[src/rtl/cfg_rx_pkg.sv]
package cfg_rx_pkg;
  localparam logic [1:0] SERIAL_MODE = 2'd3;
  localparam int         CFG_W       = 8;
  localparam int         TEN_POS     = 7;
  localparam int         BIP_POS     = 6;
  localparam logic [CFG_W-1:0] CFG_RESET = '0;

  typedef struct packed {
    logic       ten;
    logic       bip;
    logic [5:0] aux;
  } cfg_t;
endpackage

[src/rtl/cfg_rx_sync.sv]
module cfg_rx_sync #(
  parameter int STAGES = 2,
  parameter int W      = 3
) (
  input  logic         clk,
  input  logic         rst_n,
  input  logic [W-1:0] d_async,
  output logic [W-1:0] d_sync
);
  logic [W-1:0] stage_q [STAGES];

  generate
    for (genvar s = 0; s < STAGES; s++) begin : g_stage
      if (s == 0) begin : g_first
        always_ff @(posedge clk or negedge rst_n) begin
          if (!rst_n) stage_q[0] <= '0;
          else        stage_q[0] <= d_async;
        end
      end else begin : g_next
        always_ff @(posedge clk or negedge rst_n) begin
          if (!rst_n) stage_q[s] <= '0;
          else        stage_q[s] <= stage_q[s-1];
        end
      end
    end
  endgenerate

  assign d_sync = stage_q[STAGES-1];
endmodule

[src/rtl/cfg_rx_edge.sv]
module cfg_rx_edge (
  input  logic clk,
  input  logic rst_n,
  input  logic sclk_s,
  input  logic en_s,
  input  logic inv,
  output logic cap_pulse,
  output logic en_fall
);
  logic sclk_d;
  logic en_d;

  always_ff @(posedge clk or negedge rst_n) begin
    if (!rst_n) begin
      sclk_d <= 1'b0;
      en_d   <= 1'b0;
    end else begin
      sclk_d <= sclk_s;
      en_d   <= en_s;
    end
  end

  always_comb begin
    if (inv) cap_pulse = sclk_d & ~sclk_s;
    else     cap_pulse = ~sclk_d & sclk_s;
  end

  assign en_fall = en_d & ~en_s;
endmodule

[src/rtl/cfg_rx_shift.sv]
module cfg_rx_shift #(
  parameter int FRAME_W = 8,
  parameter int CNT_W   = $clog2(FRAME_W + 2)
) (
  input  logic               clk,
  input  logic               rst_n,
  input  logic               serial_sel,
  input  logic               en_s,
  input  logic               d_s,
  input  logic               cap_pulse,
  input  logic               en_fall,
  output logic [FRAME_W-1:0] cfg_q,
  output logic               commit,
  output logic [CNT_W-1:0]   bit_cnt
);
  localparam logic [CNT_W-1:0] CNT_FULL = CNT_W'(FRAME_W);
  localparam logic [CNT_W-1:0] CNT_SAT  = CNT_W'(FRAME_W + 1);

  logic [FRAME_W-1:0] shreg;

  assign commit = en_fall && serial_sel && (bit_cnt == CNT_FULL);

  always_ff @(posedge clk or negedge rst_n) begin
    if (!rst_n) begin
      shreg   <= '0;
      bit_cnt <= '0;
    end else if (!serial_sel || !en_s) begin
      bit_cnt <= '0;
    end else if (cap_pulse) begin
      shreg <= {shreg[FRAME_W-2:0], d_s};
      if (bit_cnt != CNT_SAT) bit_cnt <= bit_cnt + 1'b1;
    end
  end

  always_ff @(posedge clk or negedge rst_n) begin
    if (!rst_n)      cfg_q <= '0;
    else if (commit) cfg_q <= shreg;
  end
endmodule

[src/rtl/cfg_rx_src.sv]
module cfg_rx_src
  import cfg_rx_pkg::*;
(
  input  logic             serial_sel,
  input  logic [CFG_W-1:0] cfg_q,
  input  logic             pin_ten,
  input  logic             pin_bip,
  output logic             eff_ten,
  output logic             eff_bip
);
  cfg_t cfg_view;
  assign cfg_view = cfg_t'(cfg_q);

  always_comb begin
    if (serial_sel) begin
      eff_ten = cfg_view.ten;
      eff_bip = cfg_view.bip;
    end else begin
      eff_ten = pin_ten;
      eff_bip = pin_bip;
    end
  end
endmodule

[src/rtl/cfg_serial_rx.sv]
module cfg_serial_rx
  import cfg_rx_pkg::*;
#(
  parameter int FRAME_W     = CFG_W,
  parameter int SYNC_STAGES = 2
) (
  input  logic               clk,
  input  logic               rst_n,
  input  logic [1:0]         mode_sel,
  input  logic               hw_sel,
  input  logic               port_en,
  input  logic               port_clk,
  input  logic               port_data,
  input  logic               clk_inv,
  input  logic               pin_ten,
  input  logic               pin_bip,
  output logic [FRAME_W-1:0] cfg_word,
  output logic               eff_ten,
  output logic               eff_bip
);
  localparam int CNT_W = $clog2(FRAME_W + 2);

  logic [2:0]       raw_in;
  logic [2:0]       sync_out;
  logic             sclk_s, en_s, d_s;
  logic             cap_w, en_fall_w, commit_w;
  logic             serial_sel;
  logic [CNT_W-1:0] bit_cnt_w;

  assign serial_sel = (mode_sel == SERIAL_MODE) && !hw_sel;
  assign raw_in     = {port_clk, port_en, port_data};
  assign {sclk_s, en_s, d_s} = sync_out;

  cfg_rx_sync #(.STAGES(SYNC_STAGES), .W(3)) sync_i (
    .clk(clk), .rst_n(rst_n), .d_async(raw_in), .d_sync(sync_out)
  );

  cfg_rx_edge edge_i (
    .clk(clk), .rst_n(rst_n), .sclk_s(sclk_s), .en_s(en_s), .inv(clk_inv),
    .cap_pulse(cap_w), .en_fall(en_fall_w)
  );

  cfg_rx_shift #(.FRAME_W(FRAME_W), .CNT_W(CNT_W)) shift_i (
    .clk(clk), .rst_n(rst_n), .serial_sel(serial_sel), .en_s(en_s), .d_s(d_s),
    .cap_pulse(cap_w), .en_fall(en_fall_w), .cfg_q(cfg_word), .commit(commit_w),
    .bit_cnt(bit_cnt_w)
  );

  cfg_rx_src src_i (
    .serial_sel(serial_sel), .cfg_q(cfg_word[CFG_W-1:0]), .pin_ten(pin_ten),
    .pin_bip(pin_bip), .eff_ten(eff_ten), .eff_bip(eff_bip)
  );
endmodule

[config.mk]
export PLATFORM = sky130hd
export DESIGN_NAME = cfg_serial_rx
export DESIGN_NICKNAME = d
export VERILOG_FILES = /design/src/rtl/cfg_rx_pkg.sv /design/src/rtl/cfg_rx_sync.sv /design/src/rtl/cfg_rx_edge.sv /design/src/rtl/cfg_rx_shift.sv /design/src/rtl/cfg_rx_src.sv /design/src/rtl/cfg_serial_rx.sv
export SDC_FILE = /design/constraint.sdc
export NUM_CORES = 1
export LEC_CHECK = 0
export BUFFER_PORTS_ARGS = -buffer_cell sky130_fd_sc_hd__buf_4
export CAP_MARGIN = 30
export CELL_PAD_IN_SITES_DETAIL_PLACEMENT = 0
export CELL_PAD_IN_SITES_GLOBAL_PLACEMENT = 1
export CORE_MARGIN = 4
export CORE_UTILIZATION = 28
export CTS_CLUSTER_DIAMETER = 30
export DETAILED_ROUTE_END_ITERATION = 8
export PLACE_DENSITY = 0.62
export SLEW_MARGIN = 40
export SYNTH_ARGS = -nofsm -noshare
export SYNTH_HDL_FRONTEND = slang
export SYNTH_SLANG_ARGS = --single-unit
[constraint.sdc]
create_clock -name clk -period 4.88 [get_ports clk]
set_input_delay 0.732 -clock clk [delete_from_list [all_inputs] [get_ports clk]]
set_output_delay 0.732 -clock clk [all_outputs]
set_load 0.02 [all_outputs]
==> results of run 1 <==
## cells by family (layout without fill, tap and decap cells)
| kind of cell | Yosys count | in the layout |
|---|---|---|
| compound gates | 4 | 4 |
| simple gates | 16 | 16 |
| flops | 28 | 28 |
| mux | 22 | 22 |
| buf+inv | 4 | 26 |
| fa+ha+maj | 3 | 3 |
## synthesized netlist by cell type, types with 2 or more instances
cell,n
dfrtp_1,28
mux2_2,17
nand2_1,7
mux2i_1,4
ha_1,3
inv_1,2
nand3b_1,2
## metrics by stage
step	hold WS [ps]	total power, W	worst slack, ps	instance area [um^2]
2_1_floorplan	331	0.000256	2920	1150
3_3_place_gp	333	0.000271	2710	1350
3_5_place_dp	340	0.000271	2710	1350
4_1_cts	363	0.000452	2710	1420
5_1_grt	371	0.000465	2690	1420
6_report	357	0.000445	2710	1420
## layer usage
metal | share of wire [%] | GRT usage (%) | up-vias
met3 | 5.2 | 2.91 | 2
met1 | 49 | 9.89 | 307
li1 | - | - | 313
met5 | 0 | 0 | -
met2 | 45 | 11.7 | 13
met4 | 0.98 | 1.88 | 0
## cell type report
| class | instances | area [um^2] | area share (%) |
|---|---|---|---|
| Sequential cell | 28 | 701 | 49.4 |
| Tap cell | 50 | 62.6 | 4.41 |
| Timing Repair Buffer | 20 | 150 | 10.6 |
| Clock inverter | 1 | 30.0 | 2.12 |
| Clock buffer | 3 | 41.3 | 2.91 |
| Multi-Input combinational cell | 45 | 427 | 30.1 |
| Inverter | 2 | 7.51 | 0.529 |
## flip-flops by register name (all words and copies together), names as in the netlist
name,count
shift_i.bit_cnt,4
edge_i.en_d,1
sync_i.d_sync,3
shift_i.shreg,8
sync_i.stage_q,3
shift_i.cfg_q,8
edge_i.sclk_d,1
## power groups by stage
stage	clock, W	sequential (W)	combinational [W]
6_report	0.000179	0.000242	0.0000237
2_1_floorplan	0	0.000245	0.0000107
5_1_grt	0.000196	0.000243	0.0000266
4_1_cts	0.000185	0.000242	0.0000245
3_3_place_gp	0	0.000247	0.0000243
3_5_place_dp	0	0.000247	0.0000245
## critical path: stages
cell      delay [ps]
buf_4            110
nand3b_4         160
mux2_2           280
buf_4            160
## worst max-delay path by stage
stage,startpoint,end,slack (ps),cells after the start
final,hw_sel,eff_bip,2710,4
after global routing,hw_sel,eff_bip,2690,4
after CTS,hw_sel,eff_bip,2710,4
after detailed placement,hw_sel,eff_bip,2710,4
after global placement,hw_sel,eff_ten,2710,4
after floorplan,hw_sel,eff_bip,2920,2
==> results.py, run 1 <==
metrics = {
    "status": {
        "status": "finished clean",
    },
    "floorplan": {
        "num_rows": 23,
        "die_w_um": 72.0,
        "io_pins": 21,
        "die_h_um": 72.0,
        "initial_utilization_pct": 28.9,
        "die_area_mm2": 0.00519,
        "core_area_mm2": 0.00397,
    },
    "layout": {
        "final_util_pct": 35.7,
        "diodes": 0,
        "final_cells": 149,
        "drive_gt1_share_pct": 43.4,
        "layout_commonest_cell": "dfrtp_1",
        "area_delta_synth_final_pct": 23.7,
        "nets": 114,
        "fill_cells": 390,
        "final_cell_mix": "dfrtp_1 (28), buf_4 (20), mux2_2 (17), nand2_1 (7), mux2i_1 (4)",
    },
    "flow_run": {
        "drv_cap": 0,
    },
    "logic_synthesis": {
        "synthTopCellsByArea": "dfrtp_1 (61%), mux2_2 (17%), mux2i_1 (3.5%)",
        "yosys.area.top_type": "dfrtp_1",
        "seq_area_frac_synth_pct": 61.1,
        "synth_edf_count": 0,
        "avgSynthCellArea_um2": 14.9,
        "synth_top_area_share_pct": 61.1,
        "synth_compound_area_share_pct": 3.49,
        "synthFlopType": "dfrtp_1",
        "muxShareOfSynthArea_pct": 21.2,
        "synth_top_family_by_area": "multiplexers",
        "syn_nets": 91,
        "synth_adder_area_share_pct": 3.27,
        "yosys.area_share.simple_pct": 9.27,
        "synth-seq-cells": 28,
        "syn_area_mm2": 0.00115,
        "synth_xor_area_share_pct": 0,
        "synthCells": 77,
        "yosys_warnings": 0,
        "async_reset_ff_share_pct": 100,
        "ys_types": 21,
    },
    "detailed_routing": {
        "first_iter_violations": 25,
        "vias": 635,
        "antenna_left": 0,
        "route.detailed.drc": 0,
        "first_pass_iters": 2,
        "vias_per_cell": 4.26,
        "routed_wl_mm": 1.73,
        "detail_route.wl_per_cell_um": 11.6,
    },
    "pwr": {
        "p_seq_share_pct": 54.4,
        "p_comb_share_pct": 5.3,
        "p_per_area_mw_per_mm2": 313,
        "p_int_w": 0.000360,
        "power_leakage_nw": 0.685,
        "p_clk_share_pct": 40.3,
        "p_sw_share_pct": 19.0,
        "vdd_drop_max_mv": 0.189,
        "power_switching_w": 0.0000843,
    },
    "sta": {
        "fin_tns_setup_ps": 0,
        "worstMarginPinSlew_ps": 343,
        "fin_crit_sh_pct": 44.4,
        "clock.fmax_mhz": 461,
        "grt_setup_unrepaired": "false",
        "hold_viol": 0,
        "clock_skew_ps": 2.29,
        "setup-violations-final": 0,
        "slew_headroom_pct": 77.1,
        "slew_viol_final": 0,
        "min_period_ps": 2170,
    },
    "placement": {
        "port_buffers": 20,
        "gp_congestion": 0.745,
        "dp.cells": 145,
        "hpwlAfterDp_mm": 1.25,
    },
    "global_routing": {
        "grt_max_degree": 29,
        "first_global_vias": 657,
        "antenna_found_initial": 0,
        "grt-ovfl-total": 0,
        "gr-usage-all-layers_pct": 7.53,
        "grt_pass1_wl_mm": 3.08,
    },
    "cts": {
        "cts_tree": "done",
        "htreeDepth": 1,
        "clkTransAtPathRegs_ps": 90,
        "cts.hold.buffers_added": 0,
        "cts_buffers": 3,
        "clockBufferDepth": 2,
        "post_cts_resize_count": 0,
        "worstSkewPairLatency_ps": 270,
        "cts-root-buf": "clkbuf_8",
        "post_cts_buffers": 0,
        "cts.sinks": 28,
    },
    "worst_setup_path": {
        "reg2reg_depth": 5,
        "crit_arrival_ps": 1440,
        "end_kind": "primary output",
        "critPathKind": "in2out",
        "cp_max_fo": 3,
        "r2r_setup_slack_ps": 3150,
        "reg2reg_from": "shift_i.bit_cnt[0]",
        "cp-start-kind": "input port",
        "cp.required_ps": 4150,
        "r2r_end": "shift_i.cfg_q[2]",
    },
    "min_path": {
        "hold_class": "in2async",
    },
}
Power figures use the tool's default switching activity.
==> run 2, diff against run 1 <==
--- a/config.mk
+++ b/config.mk
@@ -5,6 +5,7 @@
 export SDC_FILE = /design/constraint.sdc
 export NUM_CORES = 1
 export LEC_CHECK = 0
+export ABC_AREA = 1
 export BUFFER_PORTS_ARGS = -buffer_cell sky130_fd_sc_hd__buf_4
 export CAP_MARGIN = 30
 export CELL_PAD_IN_SITES_DETAIL_PLACEMENT = 0
@@ -13,7 +14,7 @@
 export CORE_UTILIZATION = 28
 export CTS_CLUSTER_DIAMETER = 30
 export DETAILED_ROUTE_END_ITERATION = 8
-export PLACE_DENSITY = 0.62
+export PLACE_DENSITY = 0.65
 export SLEW_MARGIN = 40
 export SYNTH_ARGS = -nofsm -noshare
 export SYNTH_HDL_FRONTEND = slang
==> constraint.sdc (replaced) <==
create_clock -name clk -period 2 [get_ports clk]
set_input_delay 0.3 -clock clk [delete_from_list [all_inputs] [get_ports clk]]
set_output_delay 0.3 -clock clk [all_outputs]
set_load 0.02 [all_outputs]
==> run 2 against run 1 <==
Against the previous run:
- via count grew 40%
- area after synthesis grew 9.3%
- critical endpoint is now shift_i.cfg_q[0]
- count of clock-buffer cells in the layout grew 1
- global-route usage grew 1.1 points
- cell count grew 38%
- clock power grew 91%
==> results.py, run 2 <==
metrics = {
    "detailed_routing": {
        "vias": 889,
        "route.detailed.drc": 0,
        "first_pass_iters": 3,
        "first_iter_violations": 28,
        "vias_per_cell": 4.34,
        "antenna_left": 0,
        "routed_wl_mm": 2.17,
        "detail_route.wl_per_cell_um": 10.6,
    },
    "logic_synthesis": {
        "synthTopCellsByArea": "dfrtp_1 (56%), nand2_1 (13%), nand3_1 (4.4%)",
        "ys_types": 16,
        "synthFlopType": "dfrtp_1",
        "yosys_warnings": 0,
        "avgSynthCellArea_um2": 9.57,
        "async_reset_ff_share_pct": 100,
        "yosys.area.top_type": "dfrtp_1",
        "synth_edf_count": 0,
        "syn_nets": 145,
        "synth.most_common_cell": "nand2_1",
        "synth-seq-cells": 28,
        "synth_top_area_share_pct": 55.9,
        "synthCells": 131,
        "synth_common_cells": "nand2_1 (45), dfrtp_1 (28), inv_1 (12)",
        "seq_area_frac_synth_pct": 55.9,
        "syn_area_mm2": 0.00125,
    },
    "floorplan": {
        "die_area_mm2": 0.00561,
        "num_rows": 24,
        "die_h_um": 74.9,
        "die_w_um": 74.9,
        "io_pins": 21,
        "core_area_mm2": 0.00435,
        "initial_utilization_pct": 28.8,
    },
    "global_routing": {
        "grt_max_degree": 29,
        "grt-ovfl-total": 0,
        "gr-usage-all-layers_pct": 8.65,
        "antenna_found_initial": 0,
        "first_global_vias": 925,
        "grt_pass1_wl_mm": 3.85,
    },
    "layout": {
        "nets": 168,
        "diodes": 0,
        "final_util_pct": 34.5,
        "area_delta_synth_final_pct": 19.7,
        "final_cell_mix": "nand2_1 (45), dfrtp_1 (28), buf_4 (20), inv_1 (12), nand3_1 (11)",
        "multi_input_area_um2": 463,
        "drive_gt1_share_pct": 27.5,
        "seq_area_um2": 701,
        "largestRegisters": "shift_i.cfg_q x8, shift_i.shreg x8, shift_i.bit_cnt x4",
        "fill_cells": 463,
        "layout_commonest_cell": "nand2_1",
    },
    "sta": {
        "hold_viol": 0,
        "min_period_ps": 1360,
        "setup-violations-final": 0,
        "clock_skew_ps": 7.14,
        "fin_tns_setup_ps": 0,
        "finalWorstSetupSlack_ps": 638,
        "clock.fmax_mhz": 734,
        "hold_slack_ps": 129,
        "grt_setup_unrepaired": "false",
        "fin_crit_sh_pct": 68.1,
        "slew_headroom_pct": 76.7,
        "slew_viol_final": 0,
        "worstMarginPinSlew_ps": 350,
    },
    "pwr": {
        "p_clk_share_pct": 34.1,
        "p_seq_share_pct": 58.7,
        "p_int_w": 0.000785,
        "p_comb_share_pct": 7.3,
        "p_sw_share_pct": 21.9,
        "power_leakage_nw": 0.786,
        "vdd_drop_max_mv": 0.278,
        "power_switching_w": 0.000220,
        "p_per_area_mw_per_mm2": 670,
    },
    "cts": {
        "clockBufferDepth": 2,
        "clkTransAtPathRegs_ps": 100,
        "post_cts_buffers": 0,
        "cts_buffers": 3,
        "cts_tree": "done",
        "post_cts_resize_count": 0,
        "cts-root-buf": "clkbuf_8",
        "worstSkewPairLatency_ps": 270,
        "htreeDepth": 1,
        "cts.sinks": 28,
    },
    "worst_setup_path": {
        "cp.required_ps": 2160,
        "slowest_delay_ps": 450,
        "critPathKind": "reg2reg",
        "critPathSlowestCell": "dfrtp_1",
        "cp-start-kind": "flip-flop",
        "crit_arrival_ps": 1520,
        "cpLargestDelayFamily": "simple AND/OR/NAND/NOR gates",
        "cp_cell_sequence": "inv_1, ha_1, nand3_1, nor2_4, nand2_4, nand2_1, o21ai_2",
        "end_kind": "flip-flop",
        "critical_path_buf_inv_count": 1,
        "r2r_setup_slack_ps": 640,
        "cp_max_fo": 12,
    },
    "flow_run": {
        "drv_cap": 0,
    },
    "placement": {
        "post-place-ws_ps": 590,
        "gp_congestion": 0.757,
        "port_buffers": 20,
        "hpwlAfterDp_mm": 1.62,
    },
    "min_path": {
        "hold_class": "in2reg",
    },
    "status": {
        "status": "finished clean",
    },
}
[run 2: changes by cell type in the layout (fill, tap and decap cells not counted), moves of 2 or more]
cell,previous run,this run
nor2_4,0,2
nand2_2,0,5
o21ai_1,0,4
o21ai_2,0,4
nand2_4,0,2
inv_2,0,2
mux2i_1,4,0
nand2_1,7,45
nand3_2,0,3
nand3_1,1,11
nand4_1,0,5
nand3b_1,2,0
mux2_2,17,0
inv_1,2,12
[run 2: logic make-up (layout without fill, tap and decap cells)]
family	count (synthesis)	after routing	synth area share [%]
AOI/OAI and AO/OA	8	8	4.39
xor gates and xnor gates	1	1	0.699
adders and majority gates	3	3	2.99
buffers and inverters	18	40	7.19
DFF	28	28	55.9
and+or+nand+nor	73	73	28.8
[run 2: metal layers]
layer / routed length (um) / track usage, %
met1: 1030 / 10.4
met2: 1020 / 15.5
met3: 85 / 1.60
met4: 29 / 2.96
met5: 0 / 0
[run 2: timing repair]
item,CTS,global route
hold buffers,1,0
hold endpoints to repair,28,0
endpoints found under the setup margin,0,0
[run 2: path summary, 6_finish.rpt]
check,from,end,cells past startpoint
max,shift_i.bit_cnt[0],shift_i.cfg_q[0],7
min,port_clk,sync_i.stage_q[5],1
max reg2reg,shift_i.bit_cnt[0],shift_i.cfg_q[0],7
min reg2reg,sync_i.stage_q[5],sync_i.d_sync[2],0
max in group asynchronous,rst_n,shift_i.shreg[3],2
min in group asynchronous,rst_n,shift_i.cfg_q[5],2
[run 2: cell type report]
class | count | area share (%)
Sequential cell | 28 | 46.7
Multi-Input combinational cell | 85 | 30.9
Timing Repair Buffer | 21 | 10.7
Tap cell | 52 | 4.34
Inverter | 15 | 3.75
Clock buffer | 4 | 3.67
[run 2: stage by stage]
stage	total power (W)	instances	area, um^2
finish	0.00100	205	1500
global route	0.00105	205	1500
CTS	0.00102	205	1500
detailed placement	0.000675	200	1440
global placement	0.000673	200	1440
floorplan	0.000636	131	1250
[run 2: power by group through the flow]
stage	sequential [W]	combinational, W	clock (W)
floorplan	0.000599	0.0000375	0
global placement	0.000600	0.0000732	0
detailed placement	0.000601	0.0000738	0
CTS	0.000590	0.0000755	0.000356
global route	0.000591	0.0000847	0.000377
finish	0.000589	0.0000729	0.000342
==> run 3, diff against run 2 <==
==> constraint.sdc (replaced) <==
create_clock -name clk -period 1.3 [get_ports clk]
set_input_delay 0.195 -clock clk [delete_from_list [all_inputs] [get_ports clk]]
set_output_delay 0.195 -clock clk [all_outputs]
set_load 0.02 [all_outputs]
==> run 3 against run 2 <==
Against the previous run:
- clock skew down 6.0 ps
- non-clock buffer count is 6 higher
- register-to-register slack got worse by 570 ps
- design area increased by 4.4%
- hold slack lost 110 ps
- first-iteration DRC count rose to 3.5 times the previous value
- power rose by 70%
- critical path type unchanged
==> results.py, run 3 (synthesis results as in run 2) <==
metrics = {
    "global_routing": {
        "grt-ovfl-total": 0,
        "gr-usage-all-layers_pct": 9.38,
        "first_global_vias": 936,
        "grt_max_degree": 29,
        "grt_pass1_wl_mm": 4.02,
        "antenna_found_initial": 0,
    },
    "detailed_routing": {
        "first_iter_violations": 97,
        "detail_route.wl_per_cell_um": 10.8,
        "first_pass_iters": 4,
        "antenna_left": 0,
        "vias_per_cell": 4.29,
        "routed_wl_mm": 2.28,
        "route.detailed.drc": 0,
        "vias": 906,
    },
    "sta": {
        "fin_tns_setup_ps": 0,
        "fin_crit_sh_pct": 95.0,
        "slew_headroom_pct": 76.2,
        "setup-violations-final": 0,
        "clock.fmax_mhz": 809,
        "clock_skew_ps": 1.18,
        "worstMarginPinSlew_ps": 357,
        "min_period_ps": 1240,
        "hold_viol": 0,
        "grt_setup_unrepaired": "false",
        "slew_viol_final": 0,
    },
    "pwr": {
        "p_per_area_mw_per_mm2": 1090,
        "power_leakage_nw": 0.836,
        "vdd_drop_max_mv": 0.466,
    },
    "worst_setup_path": {
        "cp-start-kind": "flip-flop",
        "reg2reg_depth": 7,
        "crit_arrival_ps": 1410,
        "cp_max_fo": 12,
        "critPathKind": "reg2reg",
        "end_kind": "flip-flop",
        "cp.required_ps": 1470,
    },
    "floorplan": {
        "initial_utilization_pct": 28.8,
        "io_pins": 21,
        "core_area_mm2": 0.00435,
        "die_area_mm2": 0.00561,
        "die_h_um": 74.9,
        "die_w_um": 74.9,
        "num_rows": 24,
    },
    "placement": {
        "port_buffers": 20,
        "placed_area_mm2": 0.00148,
        "gp_congestion": 0.721,
        "hpwlAfterDp_mm": 1.70,
    },
    "cts": {
        "cts.sinks": 28,
        "worstSkewPairLatency_ps": 270,
        "post_cts_buffers": 0,
        "cts_tree": "done",
        "clockBufferDepth": 2,
        "cts-root-buf": "clkbuf_8",
        "clkTransAtPathRegs_ps": 90,
        "htreeDepth": 1,
        "cts_buffers": 3,
    },
    "layout": {
        "layout_commonest_cell": "nand2_1",
        "drive_gt1_share_pct": 31.4,
        "final_cell_area_mm2": 0.00157,
        "diodes": 0,
        "nets": 174,
        "final_util_pct": 36.0,
        "largestRegisters": "shift_i.cfg_q x8, shift_i.shreg x8, shift_i.bit_cnt x4",
        "final_cell_mix": "nand2_1 (45), dfrtp_1 (28), buf_4 (26), nand3_1 (11), inv_1 (10)",
        "area_delta_synth_final_pct": 24.9,
    },
    "status": {
        "status": "finished clean",
    },
    "flow_run": {
        "drv_cap": 0,
    },
    "min_path": {
        "whs_path_depth": 1,
        "hold_class": "in2reg",
    },
}
-- run 3: cell types whose count changed in the layout (fill, tap and decap cells not counted), sizes merged --
cell / previous run / this run
buf: 20 / 26
bufinv: 0 / 1
clkbuf: 4 / 3
-- run 3: final timing paths --
kind / start / end / slack (ps)
worst max-delay path: shift_i.bit_cnt[0] / shift_i.cfg_q[0] / 60
max in group asynchronous: rst_n / edge_i.sclk_d / 670
min in group asynchronous: rst_n / shift_i.cfg_q[3] / 370
worst min register to register: sync_i.stage_q[5] / sync_i.d_sync[2] / 350
worst max register to register: shift_i.bit_cnt[0] / shift_i.cfg_q[0] / 60
worst min-delay path: port_clk / sync_i.stage_q[5] / 20
-- run 3: worst max-delay path, stage by stage, from the launching register on --
cell	delay, ps
dfrtp_1	420
inv_2	70
ha_1	140
nand3_1	110
nor2_4	130
nand2_4	120
nand2_1	100
o21ai_2	50
-- run 3: through the flow --
| stage | power (W) | hold slack [ps] | setup WS, ps | cells |
|---|---|---|---|---|
| floorplan | 0.000979 | -101 | 8.66 | 131 |
| global placement | 0.00104 | 131 | 91.7 | 206 |
| detailed placement | 0.00104 | 137 | 46.7 | 206 |
| CTS | 0.00174 | 12.5 | 36.6 | 211 |
| global route | 0.00179 | 5.14 | 4.62 | 211 |
| finish | 0.00171 | 20.2 | 64.5 | 211 |
-- run 3: layer usage --
metal,up-vias,part of all wire (%),global-route usage (%)
li1,467,-,-
met2,24,49,15.7
met3,4,4.8,2.00
met4,0,2.2,4.15
met1,411,44,11.6
met5,-,0,0
-- run 3: final cells by class --
class	count	area [um^2]
Clock inverter	1	30.0
Timing Repair Buffer	27	205
Clock buffer	3	41.3
Multi-Input combinational cell	85	468
Inverter	15	56.3
Tap cell	52	65.1
Sequential cell	28	701
Fill cell	439	2790
-- run 3: what timing repair did --
item	in CTS	in global routing
gates resized for setup	0	3
hold buffers	1	0
endpoints found under the setup margin	0	8
endpoints found under the hold margin	28	0
-- run 3: where the power goes --
group / internal, W / switching, W / leakage (nW)
clock: 0.000412 / 0.000272 / 0.0357
sequential: 0.000894 / 0.0000122 / 0.371
combinational: 0.0000472 / 0.0000730 / 0.429
